## src/rtl/oc_pkg.sv

```systemverilog
package oc_pkg;
  // Slot index width shared by the control strobes; pools may hold up to 16 slots in total.
  localparam int OC_SLOT_W = 4;
  localparam int PORT_ALU  = 0;
  localparam int PORT_SFU  = 1;

  typedef struct packed {
    logic                       allocEn;
    logic [OC_SLOT_W-1:0]       allocSlot;
    logic [1:0]                 dispEn;
    logic [1:0][OC_SLOT_W-1:0]  dispSlot;
  } ocStrobe_t;
endpackage

```

## src/rtl/oc_pool.sv

```systemverilog
module oc_pool
  import oc_pkg::*;
#(
  parameter int BASE  = 0,
  parameter int COUNT = 4
) (
  input  logic                 clk,
  input  logic                 rstN,
  input  logic [COUNT-1:0]     slotDone,
  input  logic                 portBusy,
  input  logic                 wantAlloc,
  output logic                 dispEn,
  output logic [OC_SLOT_W-1:0] dispSlot,
  output logic                 allocEn,
  output logic [OC_SLOT_W-1:0] allocSlot
);
  localparam int LW = (COUNT > 1) ? $clog2(COUNT) : 1;
  localparam int CW = $clog2(COUNT + 1);

  logic [LW-1:0] lastPtr;
  logic [LW-1:0] freeStack [COUNT];
  logic [CW-1:0] freeCnt;
  logic [LW-1:0] pickLocal;
  logic          pickFound;
  logic [LW-1:0] allocLocal;
  int            topIdx;

  // Rotating search starting just past the last dispatched slot
  always_comb begin
    pickFound = 1'b0;
    pickLocal = '0;
    for (int n = 0; n < COUNT; n++) begin
      if (!pickFound && slotDone[(int'(lastPtr) + 1 + n) % COUNT]) begin
        pickFound = 1'b1;
        pickLocal = LW'((int'(lastPtr) + 1 + n) % COUNT);
      end
    end
  end

  assign dispEn   = pickFound && !portBusy;
  assign dispSlot = OC_SLOT_W'(BASE) + OC_SLOT_W'(pickLocal);

  // LIFO free list; a slot leaving by dispatch is the freshest entry
  assign topIdx     = (freeCnt == '0) ? 0 : int'(freeCnt) - 1;
  assign allocEn    = wantAlloc && ((freeCnt != '0) || dispEn);
  assign allocLocal = dispEn ? pickLocal : freeStack[topIdx];
  assign allocSlot  = OC_SLOT_W'(BASE) + OC_SLOT_W'(allocLocal);

  always_ff @(posedge clk) begin
    if (!rstN) begin
      lastPtr <= LW'(COUNT - 1);
      freeCnt <= CW'(COUNT);
      for (int i = 0; i < COUNT; i++) freeStack[i] <= LW'(i);
    end else begin
      if (dispEn) lastPtr <= pickLocal;
      if (dispEn && !allocEn) begin
        freeStack[int'(freeCnt)] <= pickLocal;
        freeCnt <= freeCnt + 1'b1;
      end else if (allocEn && !dispEn) begin
        freeCnt <= freeCnt - 1'b1;
      end
    end
  end
endmodule

```

## src/rtl/oc_ctrl.sv

```systemverilog
module oc_ctrl
  import oc_pkg::*;
#(
  parameter int ALU_SLOTS = 4,
  parameter int SFU_SLOTS = 2,
  localparam int NUM_SLOTS = ALU_SLOTS + SFU_SLOTS
) (
  input  logic                 clk,
  input  logic                 rstN,
  input  logic                 issueValid,
  input  logic                 issueIsSfu,
  input  logic [NUM_SLOTS-1:0] slotDone,
  input  logic [1:0]           portBusy,
  output logic                 issueAccept,
  output ocStrobe_t            st
);
  logic [1:0]                poolDisp;
  logic [1:0]                poolAlloc;
  logic [1:0][OC_SLOT_W-1:0] poolDispSlot;
  logic [1:0][OC_SLOT_W-1:0] poolAllocSlot;

  for (genvar p = 0; p < 2; p++) begin : gPool
    localparam int BASE  = (p == PORT_ALU) ? 0 : ALU_SLOTS;
    localparam int COUNT = (p == PORT_ALU) ? ALU_SLOTS : SFU_SLOTS;
    logic wantAlloc;
    // Class routing
    assign wantAlloc = issueValid && ((p == PORT_SFU) ? issueIsSfu : !issueIsSfu);

    oc_pool #(.BASE(BASE), .COUNT(COUNT)) u_pool (
      .clk       (clk),
      .rstN      (rstN),
      .slotDone  (slotDone[BASE +: COUNT]),
      .portBusy  (portBusy[p]),
      .wantAlloc (wantAlloc),
      .dispEn    (poolDisp[p]),
      .dispSlot  (poolDispSlot[p]),
      .allocEn   (poolAlloc[p]),
      .allocSlot (poolAllocSlot[p])
    );
  end

  assign issueAccept  = |poolAlloc;
  assign st.allocEn   = |poolAlloc;
  assign st.allocSlot = poolAlloc[PORT_SFU] ? poolAllocSlot[PORT_SFU] : poolAllocSlot[PORT_ALU];
  assign st.dispEn    = poolDisp;
  assign st.dispSlot  = poolDispSlot;
endmodule

```

## src/rtl/oc_data.sv

```systemverilog
module oc_data
  import oc_pkg::*;
#(
  parameter int NUM_SLOTS = 6,
  parameter int NUM_SRC   = 4,
  parameter int REG_W     = 6,
  parameter int WARP_W    = 5,
  localparam int SRC_W    = NUM_SRC * REG_W
) (
  input  logic                         clk,
  input  logic                         rstN,
  input  ocStrobe_t                    st,
  input  logic [WARP_W-1:0]            issueWarp,
  input  logic [SRC_W-1:0]             issueSrc,
  input  logic [NUM_SRC-1:0]           issueUsed,
  input  logic [NUM_SLOTS*NUM_SRC-1:0] opArrive,
  input  logic [1:0]                   portHold,
  output logic [NUM_SLOTS-1:0]         slotDone,
  output logic [1:0]                   portValid,
  output logic [1:0][WARP_W-1:0]       portWarp,
  output logic [1:0][SRC_W-1:0]        portSrc,
  output logic [1:0][OC_SLOT_W-1:0]    portSlot,
  output logic [NUM_SLOTS-1:0]         reqPulse,
  output logic [NUM_SRC-1:0]           reqUsed,
  output logic [SRC_W-1:0]             reqSrc
);
  logic [NUM_SLOTS-1:0]              slotValid;
  logic [NUM_SLOTS-1:0][WARP_W-1:0]  slotWarp;
  logic [NUM_SLOTS-1:0][SRC_W-1:0]   slotSrc;
  logic [NUM_SLOTS-1:0][NUM_SRC-1:0] slotPend;
  logic [NUM_SLOTS-1:0]              dispHit;
  logic [NUM_SLOTS-1:0]              allocHit;

  always_comb begin
    for (int i = 0; i < NUM_SLOTS; i++) begin
      dispHit[i]  = (st.dispEn[PORT_ALU] && st.dispSlot[PORT_ALU] == OC_SLOT_W'(i)) ||
                    (st.dispEn[PORT_SFU] && st.dispSlot[PORT_SFU] == OC_SLOT_W'(i));
      allocHit[i] = st.allocEn && st.allocSlot == OC_SLOT_W'(i);
      slotDone[i] = slotValid[i] && (slotPend[i] == '0);
    end
  end

  // Slot state: dispatch frees, allocation (after dispatch) refills, arrivals retire last
  always_ff @(posedge clk) begin
    if (!rstN) begin
      slotValid <= '0;
      slotWarp  <= '0;
      slotSrc   <= '0;
      slotPend  <= '0;
    end else begin
      for (int i = 0; i < NUM_SLOTS; i++) begin
        if (allocHit[i]) begin
          slotValid[i] <= 1'b1;
          slotWarp[i]  <= issueWarp;
          slotSrc[i]   <= issueSrc;
          slotPend[i]  <= issueUsed;
        end else if (dispHit[i]) begin
          slotValid[i] <= 1'b0;
          slotPend[i]  <= '0;
        end else if (slotValid[i]) begin
          slotPend[i]  <= slotPend[i] & ~opArrive[i*NUM_SRC +: NUM_SRC];
        end
      end
    end
  end

  // Output pipeline registers, one per port
  for (genvar p = 0; p < 2; p++) begin : gOut
    always_ff @(posedge clk) begin
      if (!rstN) begin
        portValid[p] <= 1'b0;
        portWarp[p]  <= '0;
        portSrc[p]   <= '0;
        portSlot[p]  <= '0;
      end else if (st.dispEn[p]) begin
        portValid[p] <= 1'b1;
        portWarp[p]  <= slotWarp[st.dispSlot[p]];
        portSrc[p]   <= slotSrc[st.dispSlot[p]];
        portSlot[p]  <= st.dispSlot[p];
      end else if (portValid[p] && !portHold[p]) begin
        portValid[p] <= 1'b0;
      end
    end
  end

  // Read request for the slot allocated in the previous cycle
  always_ff @(posedge clk) begin
    if (!rstN) begin
      reqPulse <= '0;
      reqUsed  <= '0;
      reqSrc   <= '0;
    end else if (st.allocEn) begin
      reqPulse <= NUM_SLOTS'(1) << st.allocSlot;
      reqUsed  <= issueUsed;
      reqSrc   <= issueSrc;
    end else begin
      reqPulse <= '0;
      reqUsed  <= '0;
    end
  end
endmodule

```

## src/rtl/oc_dispatch.sv

```systemverilog
module oc_dispatch
  import oc_pkg::*;
#(
  parameter int ALU_SLOTS = 4,
  parameter int SFU_SLOTS = 2,
  parameter int NUM_SRC   = 4,
  parameter int REG_W     = 6,
  parameter int WARP_W    = 5,
  localparam int NUM_SLOTS = ALU_SLOTS + SFU_SLOTS,
  localparam int SRC_W     = NUM_SRC * REG_W
) (
  input  logic                         clk,
  input  logic                         rstN,
  input  logic                         issueValid,
  input  logic                         issueIsSfu,
  input  logic [WARP_W-1:0]            issueWarp,
  input  logic [SRC_W-1:0]             issueSrc,
  input  logic [NUM_SRC-1:0]           issueUsed,
  output logic                         issueAccept,
  input  logic [NUM_SLOTS*NUM_SRC-1:0] opArrive,
  input  logic                         aluHold,
  input  logic                         sfuHold,
  output logic                         aluValid,
  output logic [WARP_W-1:0]            aluWarp,
  output logic [SRC_W-1:0]             aluSrc,
  output logic [OC_SLOT_W-1:0]         aluSlot,
  output logic                         sfuValid,
  output logic [WARP_W-1:0]            sfuWarp,
  output logic [SRC_W-1:0]             sfuSrc,
  output logic [OC_SLOT_W-1:0]         sfuSlot,
  output logic [NUM_SLOTS-1:0]         reqPulse,
  output logic [NUM_SRC-1:0]           reqUsed,
  output logic [SRC_W-1:0]             reqSrc
);
  ocStrobe_t                 st;
  logic [NUM_SLOTS-1:0]      slotDone;
  logic [1:0]                portValid;
  logic [1:0][WARP_W-1:0]    portWarp;
  logic [1:0][SRC_W-1:0]     portSrc;
  logic [1:0][OC_SLOT_W-1:0] portSlot;

  oc_ctrl #(.ALU_SLOTS(ALU_SLOTS), .SFU_SLOTS(SFU_SLOTS)) u_ctrl (
    .clk         (clk),
    .rstN        (rstN),
    .issueValid  (issueValid),
    .issueIsSfu  (issueIsSfu),
    .slotDone    (slotDone),
    .portBusy    (portValid),
    .issueAccept (issueAccept),
    .st          (st)
  );

  oc_data #(.NUM_SLOTS(NUM_SLOTS), .NUM_SRC(NUM_SRC), .REG_W(REG_W), .WARP_W(WARP_W)) u_data (
    .clk       (clk),
    .rstN      (rstN),
    .st        (st),
    .issueWarp (issueWarp),
    .issueSrc  (issueSrc),
    .issueUsed (issueUsed),
    .opArrive  (opArrive),
    .portHold  ({sfuHold, aluHold}),
    .slotDone  (slotDone),
    .portValid (portValid),
    .portWarp  (portWarp),
    .portSrc   (portSrc),
    .portSlot  (portSlot),
    .reqPulse  (reqPulse),
    .reqUsed   (reqUsed),
    .reqSrc    (reqSrc)
  );

  assign aluValid = portValid[PORT_ALU];
  assign aluWarp  = portWarp[PORT_ALU];
  assign aluSrc   = portSrc[PORT_ALU];
  assign aluSlot  = portSlot[PORT_ALU];
  assign sfuValid = portValid[PORT_SFU];
  assign sfuWarp  = portWarp[PORT_SFU];
  assign sfuSrc   = portSrc[PORT_SFU];
  assign sfuSlot  = portSlot[PORT_SFU];
endmodule

```

## config.mk

```make
export PLATFORM = sky130hd
export DESIGN_NAME = oc_dispatch
export DESIGN_NICKNAME = d
export VERILOG_FILES = /design/src/rtl/oc_pkg.sv /design/src/rtl/oc_pool.sv /design/src/rtl/oc_ctrl.sv /design/src/rtl/oc_data.sv /design/src/rtl/oc_dispatch.sv
export SDC_FILE = /design/constraint.sdc
export NUM_CORES = 1
export LEC_CHECK = 0
export BUFFER_PORTS_ARGS = -buffer_cell sky130_fd_sc_hd__buf_4
export CAP_MARGIN = 25
export CORE_UTILIZATION = 41
export DETAILED_ROUTE_END_ITERATION = 10
export MAX_ROUTING_LAYER = met4
export SLEW_MARGIN = 20
export SYNTH_ARGS = -nofsm -noshare
export SYNTH_HDL_FRONTEND = slang
export SYNTH_SLANG_ARGS = --single-unit
```

## constraint.sdc

```tcl
create_clock -name clk -period 3.6 [get_ports clk]
set_clock_uncertainty 0.05 [all_clocks]
set_input_delay 0.18 -clock clk [delete_from_list [all_inputs] [get_ports clk]]
set_output_delay 0.18 -clock clk [all_outputs]
set_load 0.03 [all_outputs]
```

# --- After elaboration in Yosys (flattened, before gate mapping) ---
# Memories as Yosys holds them, arrays and structs flattened.
# Cells that the tools add are included.
word_totals:
  mem_bits_ro: 0
  register_bits: 312
  latchBits: 0
  memories: 2
  output_inout_bits: 103
  ram_bits: 10
  in_bits: 63
  wordCells: 283
classes:
  multipliers: 0
  eq_ne: 13
  addsub: 14
  n_div: 0
  n_shift: 1
  bitwise_logic: 18
  n_reduce_logical: 94
  mux: 94
  order_cmp: 8
mem_list:
  columns: ["memory", "words", "word_bits", "rd", "rd_clocked_by_memory_dff", "wr", "line", "rtl"]
  rows:
  - ["u_ctrl.gPool[0].u_pool.freeStack", 4, 2, 1, 0, 4, "oc_pool.sv:21", "logic [LW-1:0] freeStack [COUNT];"]
  - ["u_ctrl.gPool[1].u_pool.freeStack", 2, 1, 1, 0, 2, "oc_pool.sv:21", null]
op_table:
  columns: ["cell", "count"]
  rows:
  - ["two-way mux 4 bit", 19]
  - ["binary-select mux 24 bit (select 3 bit)", 1]
  - ["adder 32 x 2 -> 32 bit, second input constant", 2]
  - ["adder 32 x 3 -> 32 bit, second input constant", 2]
  - ["two-way mux 1 bit", 51]
  - ["binary-select mux 24 bit (select 2 bit)", 1]
  - ["two-way mux 24 bit", 2]
  - ["logical AND 1 bit", 38]
  - ["logical NOT 4 bit", 9]
  - ["bitwise AND 4 bit", 6]
  - ["NOT 4 bit", 6]
  - ["nonzero test 2 bit", 11]
  - ["nonzero test 3 bit", 7]
  - ["two-way mux 2 bit", 10]
  - ["== test 4 x 2 -> 1 bit, second input constant", 4]
  - ["== test 4 x 3 -> 1 bit, second input constant", 4]
  - ["< comparator 3 x 4 -> 1 bit, second input constant", 4]
  - ["binary-select mux 5 bit (select 3 bit)", 1]
  - ["logical NOT 1 bit", 13]
  - ["OR reduction 2 bit", 6]
  - ["binary-select mux 5 bit (select 2 bit)", 1]
  - ["two-way mux 5 bit", 2]
  - ["adder 3 x 1 -> 4 bit, first input constant", 2]
  - ["binary-select mux 1 bit (select 2 bit)", 4]
  - ["22 further kinds", 36]

# --- Depth between registers and ports, before layout ---
depth:
  word_depth: 26
  ltp_mapped: 12
  depth_no_buf: 11

# --- By module ---
# Synthesis repeated with hierarchy kept, for this count alone.
hier_totals:
  hier_cells: 1575
  area_unflattened_um2: 15362.2
by_module_without_submodules:
  columns: ["module", "area_each_um2", "cells_per_inst", "seq_area_each_um2", "instances"]
  rows:
  - ["oc_data", 14042.2, 1431, 6125.9, 1]
  - ["oc_pool (u_ctrl.gPool[0].u_pool)", 887.1, 93, 340.3, 1]
  - ["oc_pool (u_ctrl.gPool[1].u_pool)", 361.6, 43, 110.1, 1]
  - ["oc_ctrl", 71.3, 8, 0.0, 1]

# --- Least setup slack after synthesis ---
# No wires, ideal clock.
synth_path:
  kind: "register -> register"
  start: "register u_data.slotValid[3]"
  end: "register u_ctrl.gPool[0].u_pool.freeCnt[2]"
  setup_ps: 63
  required_time_ps: 3487
  arrival_time_ps: 2926
  path_slack_ps: 562
  path_buffers: 2
  synth_period_minus_slack_ps: 3038
  path_stages_with_launch: 13
  path_cell_list: "dfxtp_1 -> or4b_1 -> or2_4 -> a41o_4 -> inv_2 -> buf_4 -> ha_1 -> clkbuf_1 -> inv_1 -> fa_1 -> xor2_1 -> or3_1 -> nand3_1"
synth_rtl:
  columns: ["element", "line", "rtl"]
  rows:
  - ["start: declaration", "oc_data.sv:27", "logic [NUM_SLOTS-1:0] slotValid;"]
  - ["start signal: assignment", "oc_data.sv:46", "slotValid <= '0;"]
  - ["start signal: indexed assignment", "oc_data.sv:53", "slotValid[i] <= 1'b1;"]
  - ["start signal: indexed assignment", "oc_data.sv:58", "slotValid[i] <= 1'b0;"]
  - ["end signal: assignment", "oc_pool.sv:52", "freeCnt <= CW'(COUNT);"]
  - ["end signal: assignment", "oc_pool.sv:58", "freeCnt <= freeCnt + 1'b1;"]
  - ["end signal: assignment", "oc_pool.sv:60", "freeCnt <= freeCnt - 1'b1;"]
  - ["end: declaration", "oc_pool.sv:22", "logic [CW-1:0] freeCnt;"]

==> metrics.md <==
| Metric | Value |
|---|---|
| Status | finished clean |
| Via count | 10.1k |
| WS Path Type | register to register |
| Maxcap violations | 0 |
| Worst setup margin | 0.376 ns |
| Synthesized area per cell | 9.51 um^2 |
| Detail Route Antenna Nets | 0 |
| Ports | 166 |
| Fin. max-slew vios | 0 |
| CP max stage cell | dlygate4sd3_1 |
| Met1 Wirelength | 16200 um |
| Post-DP HPWL | 21100 um |
| Die W | 179 um |
| CTS sink cnt | 320 |
| Num CTS Buffers | 36 |
| Post-Synthesis Cells | 1346 |
| Hold WS | 0.127 ns |
| Max VDD drop | 0.539 mV |
| Unrepaired setup endpoints after global routing | false |
| Fin. Hold Viols | 0 |
| Post-layout min period | 3.22 ns |
| P_leak | 6.80 nW |
| CTS tree | yes |
| First-pass GRT wire length | 52900 um |
| Setup TNS | 0 ns |
| Period utilization | 89.6% |
| ANT cells | 0 |
| Netlist Area Pre-Place | 12800 um^2 |
| Seq/Total Area, Yosys | 50.8% |
| Worst Max-Slew Pin Slew | 0.729 ns |
| Core Region | 30700 um^2 |
| IO buf count | 161 |
| Vias in the first global route | 9556 |
| DR top layer | met4 |
| Rows | 64 |
| Rel. slew slack | 51.4% |
| Largest net degree at the start of global routing | 161 |
| Crit end category | register |
| Pwr Density | 768 nW/um^2 |
| Routed WL | 33400 um |
| Synth warnings | 0 |
| Yosys top cell by area | dfxtp_1 |
| Met2 routed WL | 15100 um |
| CP cell instances | nand2b_1 -> or4_1 -> a21o_1 -> inv_2 -> o311a_1 -> inv_2 -> nor3_4 -> buf_4 -> nand2_1 -> a21oi_1 -> dlygate4sd3_1 |
| Largest buffer count on any clock path | 3 |
| Critical Path Start Type | register |
| Clock transition at path regs | 0.06 ns |
| H-tree depth | 2 |
| Drt pass-1 iters | 6 |
| Area Overhead vs Synth | 25.4% |
| Fmax | 0.310 GHz |
| Worst Path Required | 4.00 ns |
| Critical path's largest stage delay | 0.56 ns |
| Initial antenna violation count | 0 |
| Setup violators final | 0 |
| Vias per std cell | 5.18 |
| Design Area, Final | 16000 um^2 |
| Asr flop ratio synth | 0% |
| Crit-path max FO | 33 |
| Hold Path Class | input port to register |
| Synth Register Bits | 320 |
| Nets | 1594 |
| Synth area leaders | dfxtp_1, mux2i_1, nand2_1 |
| Crit path top cell by count | inv_2 |
| CTS root buf | clkbuf_16 |
| Grt ovf | 0 |
| Total of cells resized after clock tree synthesis | 0 |
| Layout cells sized above 1 | 17.2% |
| Count of cell types in the netlist | 58 |
| Total power draw | 0.0123 W |
| Post-synth top area share | 48.7% |
| Placed Area | 14200 um^2 |
| Starting density of the core | 41.7% |
| GPL Wtd Cong | 0.803 |
| Top FF cell, synth | dfxtp_1 |
| Place WS | 0.452 ns |
| Routed len/inst | 17.1 um |
| Die span in y | 179 um |
| # fillers | 2787 |
| Clock insertion delay at the later pin of the skew report | 0.52 ns |
| Die footprint | 31900 um^2 |
| DRC marker count from the first detailed-route iteration | 875 |
| WL met3 | 1780 um |
| Number of enable flip-flop cells after synthesis | 9 |
| DRC | 0 |
| Gr usage total | 21.6% |
| CP arrival | 3.63 ns |
==> report_power, final <==
group	internal [W]	switching [W]	leakage (nW)
registers	0.00414	0.000340	2.60
logic	0.00165	0.00252	3.60
clock network	0.00224	0.00144	0.598
==> flip-flops by register name (all words and copies together) (netlist names) <==
signal and cells:
u_ctrl.gPool.u_pool.freeCnt 5, u_data.slotValid 6, u_data.reqSrc 24, u_data.slotSrc 144, u_data.reqPulse 6, u_data.portSrc 48, u_ctrl.gPool.u_pool.freeStack 10, u_data.slotPend 24
u_data.slotWarp 30, u_data.portWarp 10, u_data.reqUsed 4, u_data.portValid 2, u_ctrl.gPool.u_pool.lastPtr 3, u_data.portSlot 4
==> cells in the mapped netlist, types with 2 or more instances <==
cell type	instances
nor3_1	5
nand3b_1	2
inv_2	3
buf_6	12
clkbuf_1	62
a21oi_1	103
or2_2	3
and3_1	5
nand3_1	29
o21ai_0	6
mux2i_1	222
a222oi_1	29
or3_1	4
ha_1	2
buf_12	3
buf_4	8
xor2_1	3
or4_1	4
dfxtp_1	311
o211ai_1	3
nor4_1	5
nand2_1	368
edfxtp_1	9
a21o_1	2
nor2b_1	5
a22o_1	29
buf_2	16
o21a_1	3
nor2_1	47
inv_1	6
nor4b_1	2
nand2b_1	9
==> final timing paths <==
path                       start                   to  slack [ns]  cells after the start
min reg2reg    u_data.reqSrc[17]    u_data.reqSrc[17]        0.40                      2
min                   issueValid   u_data.reqPulse[2]        0.13                      4
max          u_data.slotValid[5]  u_data.slotPend[19]        0.38                     11
max reg2reg  u_data.slotValid[5]  u_data.slotPend[19]        0.38                     11
==> through the flow <==
step / std cells / util [%]
after CTS: 1950 / 52.3
final: 1950 / 52.3
after detailed placement: 1825 / 46.4
after global routing: 1950 / 52.3
after floorplan: 1349 / -
after global placement: 1825 / 46.4
==> layout make-up <==
| cell class | count | area [um^2] | area share (%) |
|---|---|---|---|
| Clock buffer | 52 | 1080 | 6.76 |
| Sequential cell | 320 | 6500 | 40.5 |
| Clock inverter | 12 | 120 | 0.749 |
| Multi-Input combinational cell | 918 | 5760 | 35.9 |
| Inverter | 9 | 36.3 | 0.226 |
| Tap cell | 396 | 495 | 3.09 |
| Timing Repair Buffer | 243 | 2050 | 12.8 |
==> kinds of logic after synthesis <==
kind of cell,count (synthesis),synth area share (%)
buffers and inverters,111,4.73
adders and majority gates,3,0.352
DFF,320,50.8
other,1,0.0293
and+or+nand+nor,496,16.1
xor gates and xnor gates,4,0.274
AOI/OAI and AO/OA,187,10.2
muxes,224,17.6
==> worst max-delay path: cells and delay by family, from the launching register on <==
family	cells	cell delay [ns]
AOI/OAI and AO/OA	3	0.66
DFF	1	0.44
and+or+nand+nor	4	0.88
buffers and inverters	4	1.13
==> per-layer routing <==
metal	vias to the layer above	track usage (%)
li1	5000	-
met1	4809	30.3
met2	246	32.7
met3	39	3.63
met4	0	4.27
met5	-	-
==> what timing repair did <==
item	CTS	global route
endpoints found under the hold margin	154	0
setup buffers	0	0
hold buffers	61	0
==> cell usage in the layout (no fill, tap or decap), drive strengths merged, types with 9 or more instances in the layout <==
cell type	netlist	final
mux2i	222	222
edfxtp	9	9
inv	9	11
a22o	29	29
clkbuf	62	52
dfxtp	311	311
nor2	47	47
nand2b	9	9
nand3	29	29
a21oi	103	103
buf	40	182
dlygate4sd3	0	61
a222oi	29	29
nand2	369	369
(Power assumes the default switching activity.)
